--- src/rtl/clkswitch_pkg.sv ---
package clkswitch_pkg;

  localparam int NUM_TGT   = 4;
  localparam int IDX_W     = 2;
  localparam int MHZ_W     = 10;
  localparam int SEL_W     = 4;
  localparam int DIV_W     = 32;
  localparam logic [SEL_W-1:0] SEL_A_PLL = 4'd8;
  localparam logic [SEL_W-1:0] SEL_B_PLL = 4'd7;
  localparam logic [SEL_W-1:0] SEL_REF   = 4'd0;

  typedef enum logic [4:0] {
    ST_IDLE,
    ST_UP_PWR, ST_UP_W1, ST_UP_ISO, ST_UP_W2, ST_UP_EN, ST_UP_W3,
    ST_SEL_A, ST_SEL_B, ST_DIV,
    ST_DN_B, ST_DN_A, ST_DN_EN, ST_DN_W1, ST_DN_ISO, ST_DN_W2, ST_DN_PWR
  } seq_state_t;

  // Rate in MHz for each target index; index 0 is the reference.
  function automatic logic [MHZ_W-1:0] mhz_of(input logic [IDX_W-1:0] idx);
    case (idx)
      2'd1:    return 10'd370;
      2'd2:    return 10'd540;
      2'd3:    return 10'd720;
      default: return 10'd26;
    endcase
  endfunction

  function automatic logic [DIV_W-1:0] div_word(input logic [IDX_W-1:0] idx);
    case (idx)
      2'd1:    return 32'h831c_7628;
      2'd2:    return 32'h8214_c4ed;
      2'd3:    return 32'h821b_b13c;
      default: return 32'h0;
    endcase
  endfunction

  function automatic int ticks_for(input int us, input int per_us);
    return us * per_us;
  endfunction

endpackage

--- src/rtl/clkswitch_decode.sv ---
module clkswitch_decode
  import clkswitch_pkg::*;
(
  input  logic [MHZ_W-1:0] mhz,
  output logic             hit,
  output logic [IDX_W-1:0] idx
);

  logic [NUM_TGT-1:0] match;

  for (genvar g = 0; g < NUM_TGT; g++) begin : g_cmp
    assign match[g] = (mhz == mhz_of(IDX_W'(g)));
  end

  always_comb begin
    hit = |match;
    idx = '0;
    for (int i = 0; i < NUM_TGT; i++) begin
      if (match[i]) idx = IDX_W'(i);
    end
  end

  // The rate table must never give two indices for one request.
  always_comb begin
    assert_match_unique_R2: assert ($onehot0(match));
  end

endmodule

--- src/rtl/clkswitch_delay.sv ---
module clkswitch_delay
  import clkswitch_pkg::*;
#(
  parameter int TMR_W        = 32,
  parameter int TICKS_PER_US = 13,
  parameter int SETTLE_US    = 1,
  parameter int LOCK_US      = 20
) (
  input  logic             clk,
  input  logic             rst_n,
  input  logic [TMR_W-1:0] tmr,
  input  logic             arm,
  input  logic             use_lock,
  output logic             expired
);

  localparam logic [TMR_W-1:0] SETTLE_TICKS = TMR_W'(ticks_for(SETTLE_US, TICKS_PER_US));
  localparam logic [TMR_W-1:0] LOCK_TICKS   = TMR_W'(ticks_for(LOCK_US, TICKS_PER_US));

  logic [TMR_W-1:0] t_start;
  logic [TMR_W-1:0] limit;
  logic [TMR_W-1:0] elapsed;

  always_ff @(posedge clk or negedge rst_n) begin
    if (!rst_n) begin
      t_start <= '0;
      limit   <= '0;
    end else if (arm) begin
      t_start <= tmr;
      limit   <= use_lock ? LOCK_TICKS : SETTLE_TICKS;
    end
  end

  // Modular difference: correct across a counter wrap.
  assign elapsed = tmr - t_start;
  assign expired = (elapsed >= limit);

  // The window length is only ever one of the two configured values.
  assert_limit_legal_R9: assert property (@(posedge clk) disable iff (!rst_n)
    $past(arm) |-> (limit == SETTLE_TICKS || limit == LOCK_TICKS));

endmodule

--- src/rtl/clkswitch_seq.sv ---
module clkswitch_seq
  import clkswitch_pkg::*;
#(
  parameter int TMR_W        = 32,
  parameter int TICKS_PER_US = 13,
  parameter int SETTLE_US    = 1,
  parameter int LOCK_US      = 20
) (
  input  logic             clk,
  input  logic             rst_n,
  input  logic [TMR_W-1:0] tmr_count,
  input  logic             req_valid,
  input  logic [MHZ_W-1:0] req_mhz,
  output logic             busy,
  output logic             done,
  output logic [IDX_W-1:0] cur_idx,
  output logic             clk_gate,
  output logic             pll_pwr,
  output logic             pll_iso,
  output logic             pll_en,
  output logic [SEL_W-1:0] mux_a_sel,
  output logic             mux_a_upd,
  output logic [SEL_W-1:0] mux_b_sel,
  output logic             mux_b_upd,
  output logic [DIV_W-1:0] pll_div
);

  seq_state_t       state;
  logic [IDX_W-1:0] tgt_idx;
  logic             dec_hit;
  logic [IDX_W-1:0] dec_idx;
  logic             accept;
  logic             tmr_arm;
  logic             tmr_lock;
  logic             tmr_expired;

  clkswitch_decode u_decode (
    .mhz (req_mhz),
    .hit (dec_hit),
    .idx (dec_idx)
  );

  clkswitch_delay #(
    .TMR_W        (TMR_W),
    .TICKS_PER_US (TICKS_PER_US),
    .SETTLE_US    (SETTLE_US),
    .LOCK_US      (LOCK_US)
  ) u_delay (
    .clk      (clk),
    .rst_n    (rst_n),
    .tmr      (tmr_count),
    .arm      (tmr_arm),
    .use_lock (tmr_lock),
    .expired  (tmr_expired)
  );

  // Internal events, named for the assertions.
  assign accept   = (state == ST_IDLE) && req_valid && dec_hit && (dec_idx != cur_idx);
  assign tmr_arm  = (state == ST_UP_PWR) || (state == ST_UP_ISO) || (state == ST_UP_EN) ||
                    (state == ST_DN_EN)  || (state == ST_DN_ISO);
  assign tmr_lock = (state == ST_UP_EN);

  always_ff @(posedge clk or negedge rst_n) begin
    if (!rst_n) begin
      state     <= ST_IDLE;
      tgt_idx   <= '0;
      busy      <= 1'b0;
      done      <= 1'b0;
      cur_idx   <= '0;
      clk_gate  <= 1'b1;
      pll_pwr   <= 1'b0;
      pll_iso   <= 1'b1;
      pll_en    <= 1'b0;
      mux_a_sel <= SEL_REF;
      mux_a_upd <= 1'b0;
      mux_b_sel <= SEL_REF;
      mux_b_upd <= 1'b0;
      pll_div   <= '0;
    end else begin
      done      <= 1'b0;
      mux_a_upd <= 1'b0;
      mux_b_upd <= 1'b0;
      case (state)
        ST_IDLE: begin
          if (accept) begin
            busy    <= 1'b1;
            tgt_idx <= dec_idx;
            state   <= (dec_idx != '0) ? ST_UP_PWR : ST_DN_B;
          end
        end
        // Upward path: power, isolation, enable, lock wait.
        ST_UP_PWR: begin
          clk_gate <= 1'b0;
          pll_pwr  <= 1'b1;
          state    <= ST_UP_W1;
        end
        ST_UP_W1:  if (tmr_expired) state <= ST_UP_ISO;
        ST_UP_ISO: begin
          pll_iso <= 1'b0;
          state   <= ST_UP_W2;
        end
        ST_UP_W2:  if (tmr_expired) state <= ST_UP_EN;
        ST_UP_EN: begin
          pll_en <= 1'b1;
          state  <= ST_UP_W3;
        end
        ST_UP_W3:  if (tmr_expired) state <= ST_SEL_A;
        ST_SEL_A: begin
          mux_a_sel <= SEL_A_PLL;
          mux_a_upd <= 1'b1;
          state     <= ST_SEL_B;
        end
        ST_SEL_B: begin
          mux_b_sel <= SEL_B_PLL;
          mux_b_upd <= 1'b1;
          state     <= ST_DIV;
        end
        ST_DIV: begin
          pll_div <= div_word(tgt_idx);
          cur_idx <= tgt_idx;
          busy    <= 1'b0;
          done    <= 1'b1;
          state   <= ST_IDLE;
        end
        // Downward path: muxes in reverse order, then power down.
        ST_DN_B: begin
          mux_b_sel <= SEL_REF;
          mux_b_upd <= 1'b1;
          state     <= ST_DN_A;
        end
        ST_DN_A: begin
          mux_a_sel <= SEL_REF;
          mux_a_upd <= 1'b1;
          state     <= ST_DN_EN;
        end
        ST_DN_EN: begin
          pll_en <= 1'b0;
          state  <= ST_DN_W1;
        end
        ST_DN_W1:  if (tmr_expired) state <= ST_DN_ISO;
        ST_DN_ISO: begin
          pll_iso <= 1'b1;
          state   <= ST_DN_W2;
        end
        ST_DN_W2:  if (tmr_expired) state <= ST_DN_PWR;
        ST_DN_PWR: begin
          pll_pwr <= 1'b0;
          cur_idx <= tgt_idx;
          busy    <= 1'b0;
          done    <= 1'b1;
          state   <= ST_IDLE;
        end
        default: state <= ST_IDLE;
      endcase
    end
  end

  assert_en_needs_power_R10: assert property (@(posedge clk) disable iff (!rst_n)
    pll_en |-> (pll_pwr && !pll_iso));

  assert_done_single_R4: assert property (@(posedge clk) disable iff (!rst_n)
    done |=> !done);

  assert_accept_only_idle_R7: assert property (@(posedge clk) disable iff (!rst_n)
    accept |-> !busy);

  assert_idx_moves_with_done_R6: assert property (@(posedge clk) disable iff (!rst_n)
    !$stable(cur_idx) |-> done);

  assert_strobe_while_busy_R5: assert property (@(posedge clk) disable iff (!rst_n)
    (mux_a_upd || mux_b_upd) |-> busy);

  assert_one_strobe_R4: assert property (@(posedge clk) disable iff (!rst_n)
    !(mux_a_upd && mux_b_upd));

endmodule

--- config.mk ---
export PLATFORM = sky130hd
export DESIGN_NAME = clkswitch_seq
export DESIGN_NICKNAME = d
export VERILOG_FILES = /design/src/rtl/clkswitch_pkg.sv /design/src/rtl/clkswitch_decode.sv /design/src/rtl/clkswitch_delay.sv /design/src/rtl/clkswitch_seq.sv
export SDC_FILE = /design/constraint.sdc
export NUM_CORES = 1
export LEC_CHECK = 0
export ABC_AREA = 1
export BUFFER_PORTS_ARGS = -buffer_cell sky130_fd_sc_hd__buf_2
export CORE_MARGIN = 2
export CORE_UTILIZATION = 55
export CTS_BUF_LIST = sky130_fd_sc_hd__clkbuf_4 sky130_fd_sc_hd__clkbuf_8
export DETAILED_ROUTE_END_ITERATION = 8
export PLACE_DENSITY = 0.86
export SLEW_MARGIN = 20
export SYNTH_ARGS = -nofsm -noshare
export SYNTH_HDL_FRONTEND = slang
export SYNTH_HIERARCHICAL = 1
export SYNTH_SLANG_ARGS = --single-unit
--- constraint.sdc ---
create_clock -name clk -period 5.1 [get_ports clk]
set_input_delay 0.255 -clock clk [delete_from_list [all_inputs] [get_ports clk]]
set_output_delay 0.255 -clock clk [all_outputs]
set_load 0.02 [all_outputs]
==> results of run 1 <==
==> worst max-delay path, delay by kind of cell (launching register included) <==
family / cells / cell delay, ns
and+or+nand+nor: 19 / 1.57
adders and majority gates: 2 / 0.66
buffers and inverters: 5 / 0.36
DFF: 1 / 0.33
AOI/OAI and AO/OA: 2 / 0.22
xor gates and xnor gates: 1 / 0.15
==> flip-flops by register name, indices dropped and copies added (netlist names) <==
signal and cells:
u_delay/limit 3, cur_idx 2, mux_a_sel 1, tgt_idx 2, state 5, pll_div 7
busy 1, mux_b_sel 1, pll_pwr 1, u_delay/t_start 32, pll_iso 1, mux_a_upd 1
clk_gate 1, mux_b_upd 1, done 1, pll_en 1
==> metal layers <==
| layer | track usage, % | vias up | share of wire [%] |
|---|---|---|---|
| li1 | - | 2887 | - |
| met1 | 32.8 | 2469 | 45 |
| met2 | 42.1 | 163 | 47 |
| met3 | 4.49 | 20 | 6.6 |
| met4 | 8.67 | 0 | 1.2 |
| met5 | 0 | - | 0 |
==> path summary, 6_finish.rpt <==
path,start,endpoint,slack [ns],depth (start not counted)
max,u_delay/t_start[2],state[1],1.75,29
min,rst_n,u_delay/t_start[4],0.04,2
max reg2reg,u_delay/t_start[2],state[1],1.75,29
min reg2reg,u_delay/limit[2],u_delay/limit[2],0.46,2
max in group asynchronous,rst_n,u_delay/t_start[21],4.54,2
min in group clk,tmr_count[2],u_delay/t_start[2],0.11,3
==> cell usage in the layout (no fill, tap or decap), types with 2 or more instances in the layout <==
master	n
conb_1	14
nand3_2	4
and2_1	2
buf_4	2
nor2_1	86
a21oi_1	28
dfrtp_1	59
nand2_2	13
nor3_1	6
nand2_1	305
o21bai_1	4
nand4_1	7
xor2_1	3
nand3b_1	8
o21ai_1	2
nor4_1	3
bufinv_16	2
dfstp_2	2
xnor2_1	2
o21a_1	2
inv_6	4
inv_1	159
clkbuf_8	9
o21ai_0	51
ha_1	39
nor2_4	3
nand3_1	55
nor2_2	8
buf_2	80
inv_2	3
==> logic make-up after synthesis <==
logic type | after synthesis
xor gates and xnor gates | 5
other | 1
DFF | 61
buffers and inverters | 204
adders and majority gates | 40
AOI/OAI and AO/OA | 92
and+or+nand+nor | 504
==> metrics by stage <==
step / util, % / power (mW) / hold WS (ns) / std cells / area, µm²
after global placement: 60.6 / 3.06 / 0.434 / 1094 / 5970
after detailed placement: 60.6 / 3.10 / 0.441 / 1094 / 5970
after CTS: 62.9 / 3.64 / 0.0640 / 1110 / 6200
after floorplan: - / 2.61 / -0.0406 / 920 / 5670
final: 62.9 / 3.66 / 0.0382 / 1110 / 6200
after global routing: 62.9 / 4.06 / 0.117 / 1110 / 6200
==> power by group <==
group	switching [mW]	internal [mW]	leakage (nW)
sequential	0.106	0.670	0.763
combinational	1.57	0.798	2.80
clock	0.233	0.282	0.111
total	1.91	1.75	3.67
==> layout make-up <==
| type | count | area (µm²) |
|---|---|---|
| inverters | 163 | 614 |
| fillers | 939 | 3660 |
| repair buffers | 82 | 415 |
| clock inverters | 7 | 103 |
| multi-input cells | 655 | 3250 |
| clock buffers | 9 | 124 |
| flip-flops and latches | 61 | 1530 |
| well taps | 133 | 166 |
==> results.yml, run 1 <==
place:
  hpwl_um: 10400
  gp_congestion: 0.938
  io_buffers: 80
  pre_cts_ws_ns: 1.82
finish:
  nets: 1057
  drive_above_1_share_pct: 13.9
  syn2layout_area_growth_pct: 10.3
  num_antenna_cells: 0
timing:
  drv_slew: 0
  final.setup_skew_ns: 0.00871
  finalSetupViolCount: 0
  fin_tns_setup_ns: 0
  worst_slack_ns: 1.75
  max_clock_freq_mhz: 299
  hold_violations: 0
  tightestPinTransition_ns: 0.767
  slew-limit-headroom_pct: 48.9
  finalCriticalPeriod_ns: 3.35
  rsz0062_at_grt: "false"
  period_share_pct: 65.7
cts:
  cts_buffers: 9
  clockRootBuffer: "clkbuf_8"
  postCtsHoldBufs: 0
  postCtsSetupRepairBufs: 0
  cts_resized: 0
  clk_pin_slew_ns: 0.09
  clk_latency_ns: 0.37
  htreeDepth: 3
  cts_tree: "yes"
  cts_buffer_depth: 2
  cts.sink_count: 61
floorplanning:
  die_w_um: 105
  coreArea_mm2: 0.00986
  io-pin-count: 95
  rows: 36
  fp.dieH_um: 105
  dieArea_mm2: 0.0110
  start_util_pct: 57.0
yosys:
  synth_top_area_share_pct: 26.3
  synth_compound_area_share_pct: 8.66
  yosysTopAreaCell: "dfrtp_1"
  ys_seq_area_share_pct: 27.2
  synthAdderAreaFrac_pct: 9.04
  ys_types: 38
  synth.ff_latch_count: 61
  ys_async_sr_fraction_pct: 100
  yosysMostFrequentCell: "nand2_1"
  synth_area_per_cell_um2: 6.20
  synthXorXnorAreaFrac_pct: 0.779
  synth_area_mm2: 0.00562
  ys_top_cells_by_area: "dfrtp_1 26%, nand2_1 20%, inv_1 11%, ha_1 8.7%, nor2_1 5.7%"
  muxShareOfSynthArea_pct: 0
  synth-edff-count: 0
  yosys.area_share.simple_pct: 38.2
  yosysWarnings: 6
  synth_top_family_by_area: "simple AND/OR/NAND/NOR gates"
  synth_top_cells_by_count: "305 x nand2_1, 159 x inv_1, 86 x nor2_1, 59 x dfrtp_1, 55 x nand3_1"
  synth_flop_cell: "dfrtp_1"
  synthCells: 907
worst_setup_path:
  arrival_ns: 3.65
  required_ns: 5.40
  path_max_fanout: 7
  critPathMaxStageDelay_ns: 0.37
  cp_common_cell: "nand2_1"
  cp-end-kind: "flip-flop"
  cp-start-kind: "flip-flop"
  critPathSlowestCell: "ha_1"
  path_class: "flip-flop to flip-flop"
routing:
  route.vias.total: 5539
  dr.pass1.iters: 7
  via_per_inst: 4.99
  dr.first_iter.drc_count: 297
  wl_per_cell_um: 11.8
  drc: 0
  ant_nets: 0
  finalWirelength_um: 13100
grt:
  antenna_found_initial: 0
  grt_pass1_wl_um: 22900
  grt_pass1_vias: 5217
  grt_start_max_net_pins: 66
  grt.total_usage_pct: 25.2
  grt_overflow: 0
min_path:
  holdCritPathClass: "input port to async pin"
pwr:
  p_leak_nw: 3.67
  power_density_mw_per_mm2: 590
  ir_drop_mv: 0.330
flow_run:
  max_cap_violations: 0
outcome:
  status: "complete, no violations"
Note: power is estimated with default switching activity, not from simulation.
==> run 2: changes to the inputs <==
ABC_AREA = 0   (was 1)
PLACE_DENSITY = 0.87   (was 0.86)
clock period = 3.3 ns   (was 5.1 ns; I/O delays follow)
==> results.yml, run 2 <==
yosys:
  synth.ff_latch_count: 61
  yosysTopAreaCell: "dfrtp_1"
  yosysMostFrequentCell: "nand2_1"
  ys_types: 73
  ys_top_cells_by_area: "dfrtp_1 29%, ha_1 9.6%, nand2_1 5.6%, a21oi_1 5.5%, o21ai_0 5.4%"
  yosysWarnings: 6
  synth_top_cells_by_count: "76 x nand2_1, 59 x dfrtp_1, 56 x a21oi_1, 55 x inv_1, 55 x o21ai_0"
  synthCells: 637
  ys_seq_area_share_pct: 30.0
  synth_area_mm2: 0.00510
  synth_area_per_cell_um2: 8.01
  ys_async_sr_fraction_pct: 100
  synth-edff-count: 0
  synth_top_area_share_pct: 28.9
  synth_flop_cell: "dfrtp_1"
timing:
  tightestPinTransition_ns: 0.891
  worst_slack_ns: -0.677
  period_share_pct: 121
  max_clock_freq_mhz: 251
  whs_ns: 0.0339
  hold_violations: 0
  fin_tns_setup_ns: -3.22
  rsz0062_at_grt: "true"
  finalSetupViolCount: 5
  final.setup_skew_ns: 0.0172
  slew-limit-headroom_pct: 40.6
  drv_slew: 0
  finalCriticalPeriod_ns: 3.98
cts:
  clk_pin_slew_ns: 0.08
  clockRootBuffer: "clkbuf_8"
  clk_latency_ns: 0.36
  cts_buffer_depth: 2
  cts.sink_count: 61
  htreeDepth: 3
  cts_tree: "yes"
  cts_buffers: 9
worst_setup_path:
  cp-start-kind: "flip-flop"
  rr_worst_depth: 22
  critPathTopFamily: "simple AND/OR/NAND/NOR gates"
  required_ns: 3.56
  cp-end-kind: "flip-flop"
  critPathMaxStageDelay_ns: 0.44
  rrSetupSlack_ns: -0.68
  worstReg2RegStart: "u_delay/t_start[0]"
  critPathSlowestCell: "or4_1"
  arrival_ns: 4.24
  critPathBufInv: 2
  path_max_fanout: 3
  cp_cell_sequence: "ha_2 -> fa_2 -> nor2b_2 -> o2111a_1 -> o21ai_1 -> nand2b_1 -> a21oi_2 -> xnor2_2 -> ha_2 -> inv_2 -> o221ai_2 -> a31oi_1 -> o2111ai_1 -> or4_1 -> nor4_2 -> nand4_1 -> a2111oi_2 -> nand3_1 -> nor2_4 -> buf_4 -> a21oi_2 -> mux2i_1"
  r2r-end: "state[2]"
  path_class: "flip-flop to flip-flop"
routing:
  dr.pass1.iters: 5
  dr.first_iter.drc_count: 202
  via_per_inst: 5.69
  ant_nets: 0
  wl_per_cell_um: 15.0
  finalWirelength_um: 13300
  route.vias.total: 5042
  drc: 0
finish:
  syn2layout_area_growth_pct: 22.7
  fin_util_pct: 68.7
  multi_input_comb_area_mm2: 0.00314
  final_common_cell: "buf_4"
  largest_register: "u_delay/t_start"
  stdcell_area_mm2: 0.00626
  final_cell_mix: "85 x buf_4, 80 x buf_2, 76 x nand2_1"
  seqCellArea_mm2: 0.00153
  nets: 855
  instances_no_fill: 886
  largest_register_ffs: 32
  num_antenna_cells: 0
  num-fill-cells: 723
  drive_above_1_share_pct: 28.9
  largestRegisters: "u_delay/t_start (32), pll_div (7), state (5)"
grt:
  antenna_found_initial: 0
  grt_pass1_wl_um: 21800
  grt_overflow: 0
  grt.total_usage_pct: 27.1
  grt_pass1_vias: 4763
  grt_start_max_net_pins: 41
floorplanning:
  dieArea_mm2: 0.0101
  io-pin-count: 95
  coreArea_mm2: 0.00911
  fp.dieH_um: 100
  start_util_pct: 56.0
  rows: 35
  die_w_um: 100
outcome:
  status: "finished with violations"
  violations: "negative setup slack"
place:
  dpl-instance-area_mm2: 0.00598
  gp_congestion: 0.949
  hpwl_um: 10600
  placed_cells: 866
  pre_cts_ws_ns: -0.747
  io_buffers: 80
pwr:
  ir_drop_mv: 0.534
  p_leak_nw: 3.04
  fin_total_pwr_mw: 6.04
  power_density_mw_per_mm2: 966
min_path:
  hold_end: "u_delay/t_start[27]"
  hold_depth: 3
  holdCritPathClass: "input port to flip-flop"
  hold_start: "tmr_count[27]"
flow_run:
  max_cap_violations: 0
[run 2: per-layer routing]
metal / part of all wire, % / GRT usage [%] / vias to the layer above
met3: 5.2 / 4.32 / 40
met4: 3.0 / 9.38 / 0
met1: 43 / 33.7 / 2337
met2: 48 / 47.7 / 181
met5: 0 / 0 / -
li1: - / - / 2484
[run 2: layout make-up]
cell class | instances | share of cell area, %
Multi-Input combinational cell | 477 | 50.1
Inverter | 55 | 3.30
Clock buffer | 9 | 1.98
Clock inverter | 7 | 1.18
Timing Repair Buffer | 166 | 16.8
Sequential cell | 61 | 24.4
Tap cell | 111 | 2.22
[run 2: worst max-delay path by stage]
| stage | from | endpoint | slack [ns] | cells past startpoint |
|---|---|---|---|---|
| final | u_delay/t_start[0] | state[2] | -0.68 | 22 |
| after global routing | u_delay/t_start[0] | state[2] | -0.96 | 22 |
| after detailed placement | u_delay/t_start[0] | state[1] | -0.75 | 21 |
| after floorplan | u_delay/t_start[0] | state[1] | -0.44 | 21 |
| after global placement | u_delay/t_start[0] | state[1] | -0.55 | 21 |
| after CTS | u_delay/t_start[0] | state[1] | -0.69 | 21 |
[run 2: cell families after synthesis]
group	share of synthesized area (%)
AO/OA/AOI/OAI	23.8
XOR/XNOR	2.40
adder cells (fa/ha/maj)	9.96
buffers and inverters	11.0
flip-flops	30.0
multiplexers	3.63
other	0.0735
AND/OR/NAND/NOR	19.2
[run 2: worst register-to-register path: cells and delay by family, from the launching register on]
kind / cells / cell delay [ns]
xor gates and xnor gates: 1 / 0.14
and+or+nand+nor: 7 / 1.33
AOI/OAI and AO/OA: 8 / 0.96
buffers and inverters: 2 / 0.20
adders and majority gates: 3 / 0.72
DFF: 1 / 0.38
muxes: 1 / 0.16
[run 2: power by group]
part           switching (mW)  leakage [nW]  internal, mW
Combinational            2.28          2.18          1.83
Sequential              0.219         0.763          1.03
Clock                   0.340        0.0996         0.351
[run 2: repair_timing]
item,in CTS,in global routing
buffers inserted,2,1
gates resized for setup,5,4
setup endpoints to repair,5,5
endpoints found under the hold margin,37,0
hold buffers,1,0
pin swaps,2,0
==> run 3: changes to the inputs <==
CTS_CLUSTER_SIZE = 28   (was default)
SYNTH_HIERARCHICAL = default   (was 1)
==> results.yml, run 3 <==
timing:
  slew-limit-headroom_pct: 59.7
  worst_slack_ns: -0.261
  hold_violations: 0
  finalCriticalPeriod_ns: 3.56
  final.setup_skew_ns: 0.00746
  drv_slew: 0
  period_share_pct: 108
  rsz0062_at_grt: "true"
  tightestPinTransition_ns: 0.598
  max_clock_freq_mhz: 281
  finalSetupViolCount: 5
min_path:
  hold_depth: 3
  holdCritPathClass: "input port to flip-flop"
grt:
  grt_overflow: 0
  grt.total_usage_pct: 27.2
  grt_start_max_net_pins: 43
  grt_pass1_wl_um: 22200
  grt_pass1_vias: 4897
  antenna_found_initial: 0
worst_setup_path:
  rrSetupSlack_ns: -0.26
  rr_worst_depth: 15
  worstSetupStartpoint: "u_delay.t_start[0]"
  r2r-end: "state[1]"
  cp-end-kind: "flip-flop"
  cp-start-kind: "flip-flop"
  path_class: "flip-flop to flip-flop"
  required_ns: 3.53
  worstReg2RegStart: "u_delay.t_start[0]"
  critPathCapture: "state[1]"
  path_max_fanout: 3
  arrival_ns: 3.79
yosys:
  synth_flop_cell: "dfrtp_1"
  synth-edff-count: 0
  ys_seq_area_share_pct: 29.5
  synth_top_area_share_pct: 28.5
  ys_async_sr_fraction_pct: 100
  ys_top_cells_by_area: "dfrtp_1 28%, ha_1 9.4%, o21ai_0 6.3%, nand2_1 5.4%, a21oi_1 4.7%"
  yosysTopAreaCell: "dfrtp_1"
  yosysMostFrequentCell: "nand2_1"
  synthCells: 648
  ys_types: 71
  synth_top_cells_by_count: "74 x nand2_1, 65 x o21ai_0, 59 x dfrtp_1, 53 x inv_1, 49 x a21oi_1"
  synth_area_per_cell_um2: 8.00
  synth.ff_latch_count: 61
  yosysWarnings: 0
  synth_area_mm2: 0.00519
floorplanning:
  dieArea_mm2: 0.0102
  io-pin-count: 95
  coreArea_mm2: 0.00920
  rows: 35
  start_util_pct: 56.4
  fp.dieH_um: 101
  die_w_um: 101
finish:
  syn2layout_area_growth_pct: 21.2
  final_cell_mix: "79 x buf_2, 74 x nand2_1, 72 x buf_4"
  nets: 847
  drive_above_1_share_pct: 27.2
  largest_register: "u_delay.t_start"
  stdcell_area_mm2: 0.00629
  num_antenna_cells: 0
  fin_util_pct: 68.4
  largest_register_ffs: 32
  largestRegisters: "u_delay.t_start (32), pll_div (7), state (5)"
  final_common_cell: "buf_2"
outcome:
  violations: "negative setup slack"
  status: "finished with violations"
cts:
  cts_buffer_depth: 2
  cts.sink_count: 61
  htreeDepth: 3
  cts_buffers: 9
  clockRootBuffer: "clkbuf_8"
  cts_tree: "yes"
  clk_latency_ns: 0.35
  clk_pin_slew_ns: 0.08
routing:
  via_per_inst: 5.81
  finalWirelength_um: 13800
  ant_nets: 0
  wl_per_cell_um: 15.7
  route.vias.total: 5097
  dr.first_iter.drc_count: 224
  dr.pass1.iters: 5
  drc: 0
place:
  pre_cts_ws_ns: -0.248
  gp_congestion: 0.965
  hpwl_um: 10800
  io_buffers: 80
  dpl-instance-area_mm2: 0.00600
pwr:
  ir_drop_mv: 0.514
  p_leak_nw: 3.01
  power_density_mw_per_mm2: 1070
flow_run:
  max_cap_violations: 0
-- run 3: cell count changes in the layout (fill, tap and decap cells not counted), sizes merged, moves of 4 or more --
cell / change
or3: +4
xor2: +4
o21ai: +9
a21oi: -5
a31oi: -4
buf: -12
a211oi: +4
-- run 3: area by class of cell --
| class | instances | area, µm² |
|---|---|---|
| Fill cell | 741 | 2910 |
| Timing Repair Buffer | 154 | 977 |
| Tap cell | 111 | 139 |
| Inverter | 53 | 199 |
| Sequential cell | 61 | 1530 |
| Multi-Input combinational cell | 483 | 3240 |
| Clock inverter | 4 | 47.5 |
| Clock buffer | 12 | 159 |
-- run 3: layer usage --
layer / vias up / track usage (%) / routed length, µm
li1: 2493 / - / -
met1: 2419 / 31.8 / 5760
met2: 158 / 50.4 / 7150
met3: 27 / 4.58 / 594
met4: 0 / 8.42 / 299
met5: - / 0 / 0
-- run 3: power breakdown --
group | switching (mW) | total [mW] | internal, mW
registers | 0.185 | 1.25 | 1.06
logic | 2.70 | 4.75 | 2.05
clock network | 0.313 | 0.709 | 0.396
total | 3.20 | 6.70 | 3.51
-- run 3: how the worst min path moves through the flow --
stage,start,end,slack [ns]
after detailed placement,rst_n,pll_en,0.37
after global placement,rst_n,pll_pwr,0.34
after CTS,rst_n,busy,0.006
after global routing,tmr_count[14],u_delay.t_start[14],0.04
final,tmr_count[18],u_delay.t_start[18],0.04
after floorplan,rst_n,busy,-0.13
-- run 3: cell families after synthesis --
group,count (synthesis),synth area share [%]
AOI/OAI and AO/OA,200,24.8
other,1,0.0723
adders and majority gates,40,9.79
muxes,16,3.47
DFF,61,29.5
and+or+nand+nor,196,18.7
buffers and inverters,117,10.8
xor gates and xnor gates,17,2.87
-- run 3: critical path, cell delays in order, from the launching register on --
cell	delay [ns]
dfrtp_1	0.42
ha_4	0.18
fa_2	0.36
nand2b_4	0.17
a21oi_4	0.14
o21ai_2	0.07
xnor2_1	0.18
ha_2	0.32
a311oi_2	0.21
o2111ai_1	0.13
or4_1	0.43
nor4_2	0.15
and4_4	0.29
buf_6	0.10
a31oi_1	0.09
a21boi_2	0.19
-- run 3: timing repair --
action                                  CTS  global route
gates resized for setup                   1            12
pin swaps                                 6            12
buffers inserted                          1             0
hold buffers                              0             1
endpoints found under the setup margin    5             5
hold endpoints to repair                  0            39
-- run 3: through the flow --
stage	TNS [ns]	power, mW	instances	hold WS [ns]
detailed placement	-0.910	5.79	860	0.373
finish	-0.990	6.70	878	0.0415
global placement	-0.341	5.66	860	0.341
floorplan	-0.0946	4.30	661	-0.131
global route	-1.54	7.27	878	0.0431
CTS	-0.986	6.58	877	0.00637
